===== src/rtl/mcsr_pkg.sv =====
package mcsr_pkg;
  localparam int NREG = 5;
  localparam int ADDR_W = 12;

  // register slots
  localparam int IDX_MIE = 0;
  localparam int IDX_MTVEC = 1;
  localparam int IDX_MSCRATCH = 2;
  localparam int IDX_MEPC = 3;
  localparam int IDX_MCAUSE = 4;

  typedef enum logic [1:0] {
    MOD_NONE  = 2'b00,
    MOD_WRITE = 2'b01,
    MOD_SET   = 2'b10,
    MOD_CLEAR = 2'b11
  } modKind_e;

  typedef struct packed {
    logic [NREG-1:0] sel;
    logic            wrStb;
    logic            useImm;
    modKind_e        kind;
    logic            trapStb;
  } csrStrobe_t;

  function automatic logic [ADDR_W-1:0] slotAddr(input int idx);
    case (idx)
      IDX_MIE:      slotAddr = 12'h304;
      IDX_MTVEC:    slotAddr = 12'h305;
      IDX_MSCRATCH: slotAddr = 12'h340;
      IDX_MEPC:     slotAddr = 12'h341;
      default:      slotAddr = 12'h342;
    endcase
  endfunction
endpackage


===== src/rtl/mcsr_ctrl.sv =====
module mcsr_ctrl
  import mcsr_pkg::*;
(
  input  logic              trapStrobe,
  input  logic [2:0]        opCode,
  input  logic [ADDR_W-1:0] csrAddr,
  input  logic              wrEn,
  output csrStrobe_t        str
);
  logic [NREG-1:0] hit;

  for (genvar i = 0; i < NREG; i++) begin : g_dec
    assign hit[i] = (csrAddr == slotAddr(i));
  end

  modKind_e kindSel;
  assign kindSel = modKind_e'(opCode[1:0]);

  always_comb begin
    str.sel     = hit;
    str.kind    = kindSel;
    str.useImm  = opCode[2];
    str.wrStb   = wrEn && (kindSel != MOD_NONE);
    str.trapStb = trapStrobe;
  end
endmodule


===== src/rtl/mcsr_datapath.sv =====
module mcsr_datapath
  import mcsr_pkg::*;
#(
  parameter int XLEN = 32
) (
  input  logic            clk,
  input  logic            rst,
  input  csrStrobe_t      str,
  input  logic [XLEN-1:0] rs1Val,
  input  logic [XLEN-1:0] immVal,
  input  logic [XLEN-1:0] pcIn,
  input  logic [XLEN-1:0] causeIn,
  output logic [XLEN-1:0] rdData,
  output logic [XLEN-1:0] mieQ,
  output logic [XLEN-1:0] mepcQ,
  output logic [XLEN-1:0] mtvecQ
);
  logic [NREG-1:0][XLEN-1:0] regQ;
  logic [XLEN-1:0] operand;
  logic [XLEN-1:0] modVal;

  // shared read mux: one-hot select, zero when nothing matches
  always_comb begin
    rdData = '0;
    for (int i = 0; i < NREG; i++) begin
      if (str.sel[i]) rdData = rdData | regQ[i];
    end
  end

  assign operand = str.useImm ? immVal : rs1Val;

  // single modify unit works on the addressed value
  always_comb begin
    case (str.kind)
      MOD_WRITE: modVal = operand;
      MOD_SET:   modVal = rdData | operand;
      MOD_CLEAR: modVal = rdData & ~operand;
      default:   modVal = rdData;
    endcase
  end

  for (genvar i = 0; i < NREG; i++) begin : g_reg
    localparam bit TRAP_SLOT = (i == IDX_MEPC) || (i == IDX_MCAUSE);
    logic [XLEN-1:0] trapVal;
    assign trapVal = (i == IDX_MEPC) ? pcIn : causeIn;

    always_ff @(posedge clk) begin
      if (rst)                          regQ[i] <= '0;
      else if (TRAP_SLOT && str.trapStb) regQ[i] <= trapVal;
      else if (str.wrStb && str.sel[i]) regQ[i] <= modVal;
    end
  end

  assign mieQ   = regQ[IDX_MIE];
  assign mepcQ  = regQ[IDX_MEPC];
  assign mtvecQ = regQ[IDX_MTVEC];


  reset_clear_chk: assert property (@(posedge clk) rst |=> (regQ == '0));


  idle_hold_chk: assert property (@(posedge clk) disable iff (rst)
    (!str.wrStb && !str.trapStb) |=> $stable(regQ));


  trap_capture_chk: assert property (@(posedge clk) disable iff (rst)
    str.trapStb |=> (regQ[IDX_MEPC] == $past(pcIn)) && (regQ[IDX_MCAUSE] == $past(causeIn)));


  unmapped_hold_chk: assert property (@(posedge clk) disable iff (rst)
    ((str.sel == '0) && !str.trapStb) |=> $stable(regQ));
endmodule


===== src/rtl/mcsr_unit.sv =====
module mcsr_unit
  import mcsr_pkg::*;
#(
  parameter int XLEN = 32
) (
  input  logic              clk,
  input  logic              rst,
  input  logic              trapStrobe,
  input  logic [2:0]        opCode,
  input  logic [ADDR_W-1:0] csrAddr,
  input  logic [XLEN-1:0]   pcIn,
  input  logic [XLEN-1:0]   causeIn,
  input  logic [XLEN-1:0]   rs1Val,
  input  logic [XLEN-1:0]   immVal,
  input  logic              wrEn,
  output logic [XLEN-1:0]   rdData,
  output logic [XLEN-1:0]   mieOut,
  output logic [XLEN-1:0]   mepcOut,
  output logic [XLEN-1:0]   mtvecOut
);
  csrStrobe_t strobes;

  mcsr_ctrl u_ctrl (
    .trapStrobe(trapStrobe),
    .opCode    (opCode),
    .csrAddr   (csrAddr),
    .wrEn      (wrEn),
    .str       (strobes)
  );

  mcsr_datapath #(.XLEN(XLEN)) u_dp (
    .clk    (clk),
    .rst    (rst),
    .str    (strobes),
    .rs1Val (rs1Val),
    .immVal (immVal),
    .pcIn   (pcIn),
    .causeIn(causeIn),
    .rdData (rdData),
    .mieQ   (mieOut),
    .mepcQ  (mepcOut),
    .mtvecQ (mtvecOut)
  );


  mie_port_chk: assert property (@(posedge clk) disable iff (rst)
    (csrAddr == slotAddr(IDX_MIE)) |-> (mieOut == rdData));
endmodule


===== config.mk =====
export PLATFORM = sky130hd
export DESIGN_NAME = mcsr_unit
export DESIGN_NICKNAME = d
export VERILOG_FILES = /design/src/rtl/mcsr_pkg.sv /design/src/rtl/mcsr_ctrl.sv /design/src/rtl/mcsr_datapath.sv /design/src/rtl/mcsr_unit.sv
export SDC_FILE = /design/constraint.sdc
export NUM_CORES = 1
export LEC_CHECK = 0
export BUFFER_PORTS_ARGS = -buffer_cell sky130_fd_sc_hd__buf_2
export CAP_MARGIN = 40
export CORE_MARGIN = 10
export CORE_UTILIZATION = 51
export CTS_CLUSTER_DIAMETER = 30
export DETAILED_ROUTE_END_ITERATION = 12
export HOLD_SLACK_MARGIN = 0.1
export PLACE_DENSITY = 0.8
export SYNTH_ARGS = -nofsm -noshare
export SYNTH_HDL_FRONTEND = slang
export SYNTH_HIERARCHICAL = 1
export SYNTH_SLANG_ARGS = --single-unit

===== constraint.sdc =====
create_clock -name clk -period 2.85 [get_ports clk]
set_input_delay 0.4275 -clock clk [delete_from_list [all_inputs] [get_ports clk]]
set_output_delay 0.4275 -clock clk [all_outputs]
set_load 0.01 [all_outputs]

* Yosys cells after proc, flatten, opt, wreduce, memory -nomap -nowiden *
Cells that the tools add are included.

cells by class
  $add $sub $neg = 0
  multipliers = 0
  div/mod/pow operators = 0
  order comparisons = 0
  equality and inequality tests = 8
  shifts and indexed selects = 0
  muxes and demuxes = 11
  bitwise gates (word level) = 7
  reduce and logical (&&, ||, !) cells = 9

operators with widths
  cell                  number
  $mux 32               10
  $or 32x32->32         5
  $pmux 32 s3           1
  $eq 12x10->1 const B  5
  $and 32x32->32        1
  $not 32->32           1
  $logic_and 1x1->1     6
  $reduce_bool 2->1     3
  $eq 2x2->1 const B    2
  $eq 2x1->1 const B    1

storage, ports and cells
  flip-flop bits (word level) = 160
  bits in latches = 0
  memory bits (writable) = 0
  bits in read-only memories = 0
  memories kept = 0

* Depth between registers and ports, before layout *
Gate-level depths: netlist of run 1.

  word-level depth = 14
  depth in mapped cells = 8

* Cells and area by module *
Netlist of run 1, hierarchy kept.

by module, submodules not included
  module         times used  cells an instance  area each (um2)  seq. area each (um2)
  mcsr_datapath  1           855                8214.1           3203.1
  mcsr_ctrl      1           18                 140.1            0.0

* Worst setup path after synthesis of run 1 *
OpenSTA, ideal clock, no wires.

  path type = in2out
  from = input csrAddr[11]
  to = output rdData[5]
  arrival time = 1.982 ns
  data required time = 2.423 ns
  slack = 0.440 ns
  stages on the path = 6
  cells stage by stage = or4b_4 > nor4b_2 > buf_2 > clkbuf_1 > a22oi_1 > nand2_1

RTL lines
  what             RTL line         RTL
  start, declared  mcsr_unit.sv:10  input logic [ADDR_W-1:0] csrAddr,
  end, declared    mcsr_unit.sv:16  output logic [XLEN-1:0] rdData,

==> flow_metrics.env, run 1 <==
export IMPL_status="finished clean"
export IMPL_clock_path_buffers=2
export IMPL_rrSetupSlack_ns=1.42
export IMPL_die_area_sq_mm=0.0219
export IMPL_relSlewSlack=0.476
export IMPL_synth_cell_types=29
export IMPL_worstReg2RegStart="u_dp/mepcQ[8]"
export IMPL_final_max_slew_violation_count=0
export IMPL_cts_clk_slew_worst_paths_ns=0.06
export IMPL_first_global_vias=8187
export IMPL_pwr_share_seq=0.444
export IMPL_antenna_found_initial=2
export IMPL_routed_wl_um=29100
export IMPL_p_sw_uw=1300
export IMPL_cts_made_buffers=17
export IMPL_min_period_ns=2.68
export IMPL_whs_ns=0.228
export IMPL_switching_share=0.247
export IMPL_tightest_slew_ns=0.786
export IMPL_grt_setup_unrepaired="no"
export IMPL_synthMuxAreaShare=0.0933
export IMPL_clock_latency_ns=0.42
export IMPL_finalNetCount=1171
export IMPL_internal_power_uw=3950
export IMPL_crit_type="in2out"
export IMPL_tns_ns=0
export IMPL_pin_count=275
export IMPL_synthAdderAreaFrac=0
export IMPL_post_route_period_util=0.940
export IMPL_postSynthAreaPerCell_sq_um=9.57
export IMPL_syn_num_nets=1020
export IMPL_synth_top_cell_by_area="dfxtp_1"
export IMPL_port_buffers=274
export IMPL_hold_buffers=0
export IMPL_yosysTopAreaCellShare=0.383
export IMPL_grt_use_total=0.251
export IMPL_ys_seq_area_frac=0.383
export IMPL_grt_pass1_wl_um=44300
export IMPL_whs_endpoint="u_dp/mepcQ[31]"
export IMPL_start_util=0.524
export IMPL_setup_viol=0
export IMPL_postSynthCellCount=873
export IMPL_synth_seq_cells=160
export IMPL_drive_gt1_frac=0.368
export IMPL_cts_repair_resized=0
export IMPL_synthTopCellsByArea="dfxtp_1, o31ai_1, buf_4"
export IMPL_grt_ovfl_total=0
export IMPL_root_buffer="clkbuf_16"
export IMPL_rr_worst_depth=3
export IMPL_grt_max_degree=65
export IMPL_drt_pass1_iterations=8
export IMPL_rows=46
export IMPL_mostFrequentLayoutCells="buf_2, o31ai_1, dfxtp_1"
export IMPL_layout_commonest_cell="buf_2"
export IMPL_synth_top_family_by_area="compound AO/OA/AOI/OAI gates"
export IMPL_fmax_mhz=373
export IMPL_hp_start="pcIn[31]"
export IMPL_drc=0
export IMPL_hold_violations=0
export IMPL_ant_nets=0
export IMPL_core_region_area_sq_mm=0.0159
export IMPL_vias=8036
export IMPL_final_util=0.624
export IMPL_hold_depth=3
export IMPL_chipWidth_um=148
export IMPL_drv_cap=0
export IMPL_hp_class="in2reg"
export IMPL_power_density_mw_per_mm2=527
export IMPL_syn_area_sq_mm=0.00835
export IMPL_first_iter_violations=823
export IMPL_ir_drop_mv=0.358
export IMPL_p_clk_frac=0.435
export IMPL_fillerInstances=1352
export IMPL_combPwrFrac=0.121
export IMPL_cts_num_sinks=160
export IMPL_clock_skew_ns=0.00904
export IMPL_cellLeakagePower_uw=0.00437
export IMPL_yosysWarnings=6
export IMPL_critPathMaxFanout=34
export IMPL_cts_tree="built"
export IMPL_end_kind="output port"
export IMPL_worst_setup_path_start_kind="primary input"
export IMPL_arrival_ns=2.25
export IMPL_synth_xor_area_frac=0
export IMPL_area_growth_pct=19.1
export IMPL_synth_simple_area_share=0.0761
export IMPL_h_tree_depth=4
export IMPL_synth_compound_area_frac=0.315
export IMPL_post_cts_setup_buffers=0
export IMPL_rr_endpoint="u_dp/mepcQ[8]"
export IMPL_dpl_hpwl_um=20300
export IMPL_die_h_um=148
export IMPL_vias_per_cell=6.40
export IMPL_avgRoutedWirePerCell_um=23.2
export IMPL_crit_required_ns=2.42
export IMPL_gp_congestion=0.851
## layout make-up
class / count / area (sq um) / area share
antenna: 2 / 5.00 / 0.000503
sequential: 160 / 3200 / 0.322
inverter: 1 / 3.75 / 0.000377
clock buffer: 22 / 454 / 0.0457
tap: 216 / 270 / 0.0272
clock inverter: 10 / 136 / 0.0137
multi-input combinational: 540 / 4160 / 0.418
timing repair buffer: 304 / 1720 / 0.173
## cells in the mapped netlist (all sizes together)
master,count
dfxtp,160
nand3,2
a22oi,96
nor4,4
nand2,129
nor4b,1
a21oi,3
nand2b,4
o31ai,160
inv,1
a222oi,32
a211oi,2
mux2i,64
or3b,1
clkbuf,49
or4b,2
o211a,32
nand3b,3
buf,123
nor2,3
o21a,1
nor2b,1
## registers in the layout, indices dropped and copies added (netlist names)
signal,cells
u_dp/mepcQ,32
u_dp/mieQ,32
u_dp/mtvecQ,32
u_dp/regQ,64
## power groups by stage
stage / combinational, uW / sequential [uW] / clock, uW
finish: 634 / 2330 / 2280
global route: 677 / 2330 / 2410
CTS: 628 / 2330 / 2310
detailed placement: 623 / 2380 / 0
global placement: 601 / 2380 / 0
floorplan: 404 / 2360 / 0
## critical path, cell delays in order
cell and delay (ns):
buf_2 0.10, or4b_4 0.59, nor4_2 0.42, buf_12 0.27, a222oi_1 0.15, nand2_1 0.12
buf_2 0.15
## how the worst max path moves through the flow
stage	startpoint	endpoint	cells past startpoint
2_1_floorplan	csrAddr[11]	rdData[5]	6
3_3_place_gp	csrAddr[11]	rdData[11]	7
3_5_place_dp	csrAddr[11]	rdData[11]	7
4_1_cts	csrAddr[11]	rdData[11]	7
5_1_grt	csrAddr[11]	rdData[11]	7
6_report	csrAddr[11]	rdData[0]	7
## kinds of logic after synthesis
kind of cell           after synthesis
buffers and inverters              173
flip-flops                         160
multiplexers                        64
AO/OA/AOI/OAI                      326
AND/OR/NAND/NOR                    150
## layer usage
metal / track usage / part of all wire / wire (um)
met4: 0.107 / 0.030 / 859
met3: 0.0760 / 0.12 / 3360
met2: 0.417 / 0.47 / 13700
met5: 0 / 0 / 0
met1: 0.295 / 0.38 / 11100
## stage by stage
step	power, uW	cell area, sq um	worst slack, ns	cells
floorplan	2770	8350	0.440	873
global placement	2980	9280	0.247	1218
detailed placement	3000	9350	0.233	1221
CTS	5260	9940	0.211	1253
global route	5420	9940	0.139	1254
finish	5250	9950	0.171	1255
Note: power is estimated with default switching activity, not from simulation.
==> run 2, diff against run 1 <==
==> constraint.sdc (replaced) <==
create_clock -name clk -period 2.8 [get_ports clk]
set_input_delay 0.42 -clock clk [delete_from_list [all_inputs] [get_ports clk]]
set_output_delay 0.42 -clock clk [all_outputs]
set_load 0.01 [all_outputs]
==> flow_metrics.env, run 2 (synthesized netlist as in run 1, its figures left out) <==
export IMPL_internal_power_uw=4110
export IMPL_first_iter_violations=818
export IMPL_crit_top_cell="buf_2"
export IMPL_end_kind="output port"
export IMPL_hp_class="in2reg"
export IMPL_drive_gt1_frac=0.367
export IMPL_hold_violations=0
export IMPL_first_global_vias=8172
export IMPL_vias_per_cell=6.36
export IMPL_preCtsSetupSlack_ns=0.105
export IMPL_setup_viol=0
export IMPL_layout_commonest_cell="buf_2"
export IMPL_clock_path_buffers=2
export IMPL_grt_ovfl_total=0
export IMPL_clock_latency_ns=0.42
export IMPL_largest_register="u_dp/regQ"
export IMPL_p_clk_frac=0.447
export IMPL_final_max_slew_violation_count=0
export IMPL_fmax_mhz=374
export IMPL_port_buffers=274
export IMPL_drt_pass1_iterations=6
export IMPL_path_cells="buf_2, or4b_4, nor4_2, buf_12, a222oi_1, nand2_1, buf_2"
export IMPL_vias=7971
export IMPL_cts_made_buffers=17
export IMPL_cellLeakagePower_uw=0.00437
export IMPL_min_period_ns=2.67
export IMPL_combPwrFrac=0.118
export IMPL_post_route_period_util=0.954
export IMPL_die_h_um=148
export IMPL_mostFrequentLayoutCells="buf_2, o31ai_1, dfxtp_1"
export IMPL_clock_skew_ns=0.00720
export IMPL_grt_use_total=0.255
export IMPL_rows=46
export IMPL_power_density_mw_per_mm2=547
export IMPL_critPathMaxFanout=34
export IMPL_pwr_share_seq=0.435
export IMPL_die_area_sq_mm=0.0219
export IMPL_whs_ns=0.213
export IMPL_grt_pass1_wl_um=44900
export IMPL_crit_type="in2out"
export IMPL_cp_slowest_cell="or4b_4"
export IMPL_core_region_area_sq_mm=0.0159
export IMPL_p_sw_uw=1340
export IMPL_drv_cap=0
export IMPL_routed_wl_um=29500
export IMPL_power_total_uw=5450
export IMPL_finalInstanceArea_sq_mm=0.00997
export IMPL_multi_input_area_sq_mm=0.00416
export IMPL_crit_required_ns=2.38
export IMPL_cts_clk_slew_worst_paths_ns=0.06
export IMPL_tightest_slew_ns=0.863
export IMPL_tns_ns=0
export IMPL_grt_setup_unrepaired="no"
export IMPL_largest_register_ffs=64
export IMPL_chipWidth_um=148
export IMPL_avgRoutedWirePerCell_um=23.5
export IMPL_grt_max_degree=52
export IMPL_pin_count=275
export IMPL_setup_slack_ns=0.129
export IMPL_finalNetCount=1169
export IMPL_hold_buffers=0
export IMPL_rrSetupSlack_ns=1.44
export IMPL_area_growth_pct=19.3
export IMPL_cts_repair_resized=0
export IMPL_ir_drop_mv=0.394
export IMPL_crit_family="simple AND/OR/NAND/NOR gates"
export IMPL_gp_congestion=0.872
export IMPL_cts_tree="built"
export IMPL_cts_num_sinks=160
export IMPL_place_area_sq_mm=0.00935
export IMPL_post_cts_setup_buffers=0
export IMPL_drc=0
export IMPL_fillerInstances=1387
export IMPL_status="finished clean"
export IMPL_relSlewSlack=0.423
export IMPL_switching_share=0.246
export IMPL_antenna_found_initial=3
export IMPL_dpl_hpwl_um=20500
export IMPL_worst_setup_path_start_kind="primary input"
export IMPL_critPathMaxStageDelay_ns=0.59
export IMPL_arrival_ns=2.25
export IMPL_h_tree_depth=4
export IMPL_start_util=0.524
export IMPL_seq_area_sq_mm=0.00320
export IMPL_root_buffer="clkbuf_16"
export IMPL_crit_buf_inv=3
export IMPL_ant_nets=0
-- run 2: cell types whose count changed in the layout (fill, tap and decap cells not counted) --
cell	previous run	this run
buf_16	2	3
clkinvlp_4	3	2
diode_2	2	3
inv_6	0	1
buf_4	21	19
buf_8	1	0
bufinv_16	3	4
clkinv_2	3	1
-- run 2: per-layer routing --
metal	vias up	part of all wire	routed length, um	GRT usage
met5	-	0	0	0
met3	70	0.12	3510	0.0827
li1	3593	-	-	-
met4	0	0.026	761	0.106
met2	508	0.48	14300	0.429
met1	3800	0.37	10900	0.291
-- run 2: worst paths after layout --
path,startpoint,endpoint,cells after the start
max,csrAddr[11],rdData[5],7
min,pcIn[3],u_dp/mepcQ[3],3
max reg2reg,u_dp/mepcQ[18],u_dp/mepcQ[18],3
min reg2reg,u_dp/regQ[90],u_dp/regQ[90],2
-- run 2: cell type report --
| class | instances | area share |
|---|---|---|
| Clock buffer | 22 | 0.0456 |
| Multi-Input combinational cell | 540 | 0.417 |
| Tap cell | 216 | 0.0271 |
| Timing Repair Buffer | 302 | 0.172 |
| Antenna cell | 3 | 0.000753 |
| Sequential cell | 160 | 0.321 |
| Inverter | 1 | 0.000377 |
| Clock inverter | 9 | 0.0158 |
-- run 2: metrics by stage --
stage / cells / utilization
after detailed placement: 1219 / 0.586
final: 1253 / 0.625
after floorplan: 873 / -
after CTS: 1250 / 0.625
after global routing: 1252 / 0.625
after global placement: 1216 / 0.581
-- run 2: worst reg2reg max path: stages (launching register included) --
cell	delay, ns
dfxtp_1	0.33
a222oi_1	0.45
o211a_1	0.33
o31ai_1	0.12
-- run 2: power groups by stage --
| stage | clock (uW) | sequential (uW) | combinational [uW] |
|---|---|---|---|
| 3_3_place_gp | 0 | 2420 | 613 |
| 3_5_place_dp | 0 | 2420 | 636 |
| 4_1_cts | 2470 | 2370 | 638 |
| 2_1_floorplan | 0 | 2410 | 412 |
| 5_1_grt | 2560 | 2370 | 688 |
| 6_report | 2440 | 2370 | 645 |
==> run 3, diff against run 2 <==
--- a/config.mk
+++ b/config.mk
@@ -12,7 +12,7 @@
 export CTS_CLUSTER_DIAMETER = 30
 export DETAILED_ROUTE_END_ITERATION = 12
 export HOLD_SLACK_MARGIN = 0.1
-export PLACE_DENSITY = 0.8
+export PLACE_DENSITY = 0.82
 export SYNTH_ARGS = -nofsm -noshare
 export SYNTH_HDL_FRONTEND = slang
 export SYNTH_HIERARCHICAL = 1
==> constraint.sdc (replaced) <==
create_clock -name clk -period 2.72 [get_ports clk]
set_input_delay 0.408 -clock clk [delete_from_list [all_inputs] [get_ports clk]]
set_output_delay 0.408 -clock clk [all_outputs]
set_load 0.01 [all_outputs]
==> flow_metrics.env, run 3 (synthesized netlist as in run 1, its figures left out) <==
export IMPL_status="finished clean"
export IMPL_crit_required_ns=2.31
export IMPL_rrSetupSlack_ns=1.36
export IMPL_internal_power_uw=4270
export IMPL_ir_drop_mv=0.418
export IMPL_fillerInstances=1328
export IMPL_setup_worst_path_end="rdData[22]"
export IMPL_routed_wl_um=29800
export IMPL_grt_use_total=0.256
export IMPL_drc=0
export IMPL_chipWidth_um=148
export IMPL_vias=7994
export IMPL_whs_ns=0.206
export IMPL_multi_input_area_sq_mm=0.00416
export IMPL_cellLeakagePower_uw=0.00440
export IMPL_critPathMaxFanout=34
export IMPL_drive_gt1_frac=0.371
export IMPL_root_buffer="clkbuf_16"
export IMPL_worst_setup_path_start_kind="primary input"
export IMPL_rows=46
export IMPL_layout_commonest_cell="buf_2"
export IMPL_cts_made_buffers=17
export IMPL_switching_share=0.250
export IMPL_largest_register_ffs=64
export IMPL_clock_latency_ns=0.42
export IMPL_relSlewSlack=0.398
export IMPL_post_route_period_util=0.961
export IMPL_grt_ovfl_total=0
export IMPL_first_iter_violations=987
export IMPL_vias_per_cell=6.38
export IMPL_cts_tree="built"
export IMPL_arrival_ns=2.21
export IMPL_cts_clk_slew_worst_paths_ns=0.07
export IMPL_rr_endpoint="u_dp/mepcQ[11]"
export IMPL_port_buffers=274
export IMPL_mostFrequentLayoutCells="buf_2, o31ai_1, dfxtp_1"
export IMPL_final_max_slew_violation_count=0
export IMPL_hp_class="in2reg"
export IMPL_core_region_area_sq_mm=0.0159
export IMPL_power_density_mw_per_mm2=568
export IMPL_end_kind="output port"
export IMPL_fmax_mhz=382
export IMPL_first_global_vias=8186
export IMPL_combPwrFrac=0.119
export IMPL_setup_viol=0
export IMPL_worstReg2RegStart="u_dp/mepcQ[11]"
export IMPL_crit_type="in2out"
export IMPL_start_util=0.524
export IMPL_rr_worst_depth=3
export IMPL_pin_count=275
export IMPL_avgRoutedWirePerCell_um=23.8
export IMPL_hold_buffers=0
export IMPL_grt_pass1_wl_um=45200
export IMPL_gp_congestion=0.868
export IMPL_min_period_ns=2.61
export IMPL_finalNetCount=1169
export IMPL_clock_skew_ns=0.00884
export IMPL_area_growth_pct=20.0
export IMPL_ant_nets=0
export IMPL_p_clk_frac=0.452
export IMPL_drv_cap=0
export IMPL_cts_num_sinks=160
export IMPL_tightest_slew_ns=0.903
export IMPL_dpl_hpwl_um=20300
export IMPL_grt_max_degree=49
export IMPL_grt_setup_unrepaired="no"
export IMPL_antenna_found_initial=1
export IMPL_die_h_um=148
export IMPL_h_tree_depth=4
export IMPL_crit_path_start="csrAddr[11]"
export IMPL_hold_violations=0
export IMPL_clock_path_buffers=2
export IMPL_p_sw_uw=1430
export IMPL_drt_pass1_iterations=9
export IMPL_seq_area_sq_mm=0.00320
export IMPL_cts_repair_resized=0
export IMPL_tns_ns=0
export IMPL_largest_register="u_dp/regQ"
export IMPL_pwr_share_seq=0.428
export IMPL_die_area_sq_mm=0.0219
export IMPL_post_cts_setup_buffers=0
-- run 3: worst max-delay path, cell delays in order --
cell and delay, ns:
buf_2 0.10, or4b_4 0.59, nor4_2 0.42, buf_12 0.28, a22oi_1 0.14, nand2_1 0.11
buf_2 0.14
-- run 3: final cells by class --
type / instances / share of cell area
repair buffers: 302 / 0.174
multi-input cells: 540 / 0.415
flip-flops and latches: 160 / 0.319
diodes: 2 / 0.000499
inverters: 1 / 0.000374
clock inverters: 12 / 0.0182
clock buffers: 20 / 0.0456
well taps: 216 / 0.0270
-- run 3: worst min-delay path by stage --
stage                  startpoint        endpoint  slack (ns)  cells after the start
CTS                      pcIn[20]  u_dp/mepcQ[20]        0.20                      3
global placement    u_dp/regQ[91]   u_dp/regQ[91]        0.43                      2
global route             pcIn[20]  u_dp/mepcQ[20]        0.21                      3
detailed placement  u_dp/regQ[86]   u_dp/regQ[86]        0.44                      2
floorplan           u_dp/regQ[64]   u_dp/regQ[64]        0.42                      2
finish                   pcIn[20]  u_dp/mepcQ[20]        0.21                      3
-- run 3: per-stage QoR --
step	utilization	instances	setup WS, ns	power, uW	area, sq um
6_report	0.629	1253	0.105	5700	10000
5_1_grt	0.629	1251	0.0446	5860	10000
4_1_cts	0.629	1251	0.125	5690	10000
2_1_floorplan	-	873	0.349	2900	8350
3_3_place_gp	0.585	1217	0.153	3130	9330
3_5_place_dp	0.588	1219	0.106	3150	9380
-- run 3: routing by layer --
metal,global-route usage,wire [um],share of wire,up-vias
met2,0.439,14600,0.49,574
met3,0.0757,3680,0.12,38
met5,0,13,0.00044,-
li1,-,-,-,3585
met4,0.0823,431,0.014,2
met1,0.299,11100,0.37,3795
-- run 3: power by group through the flow --
stage	sequential (uW)	clock (uW)	combinational, uW
2_1_floorplan	2480	0	424
3_5_place_dp	2490	0	665
4_1_cts	2440	2590	670
6_report	2440	2580	679
5_1_grt	2440	2690	723
3_3_place_gp	2490	0	645
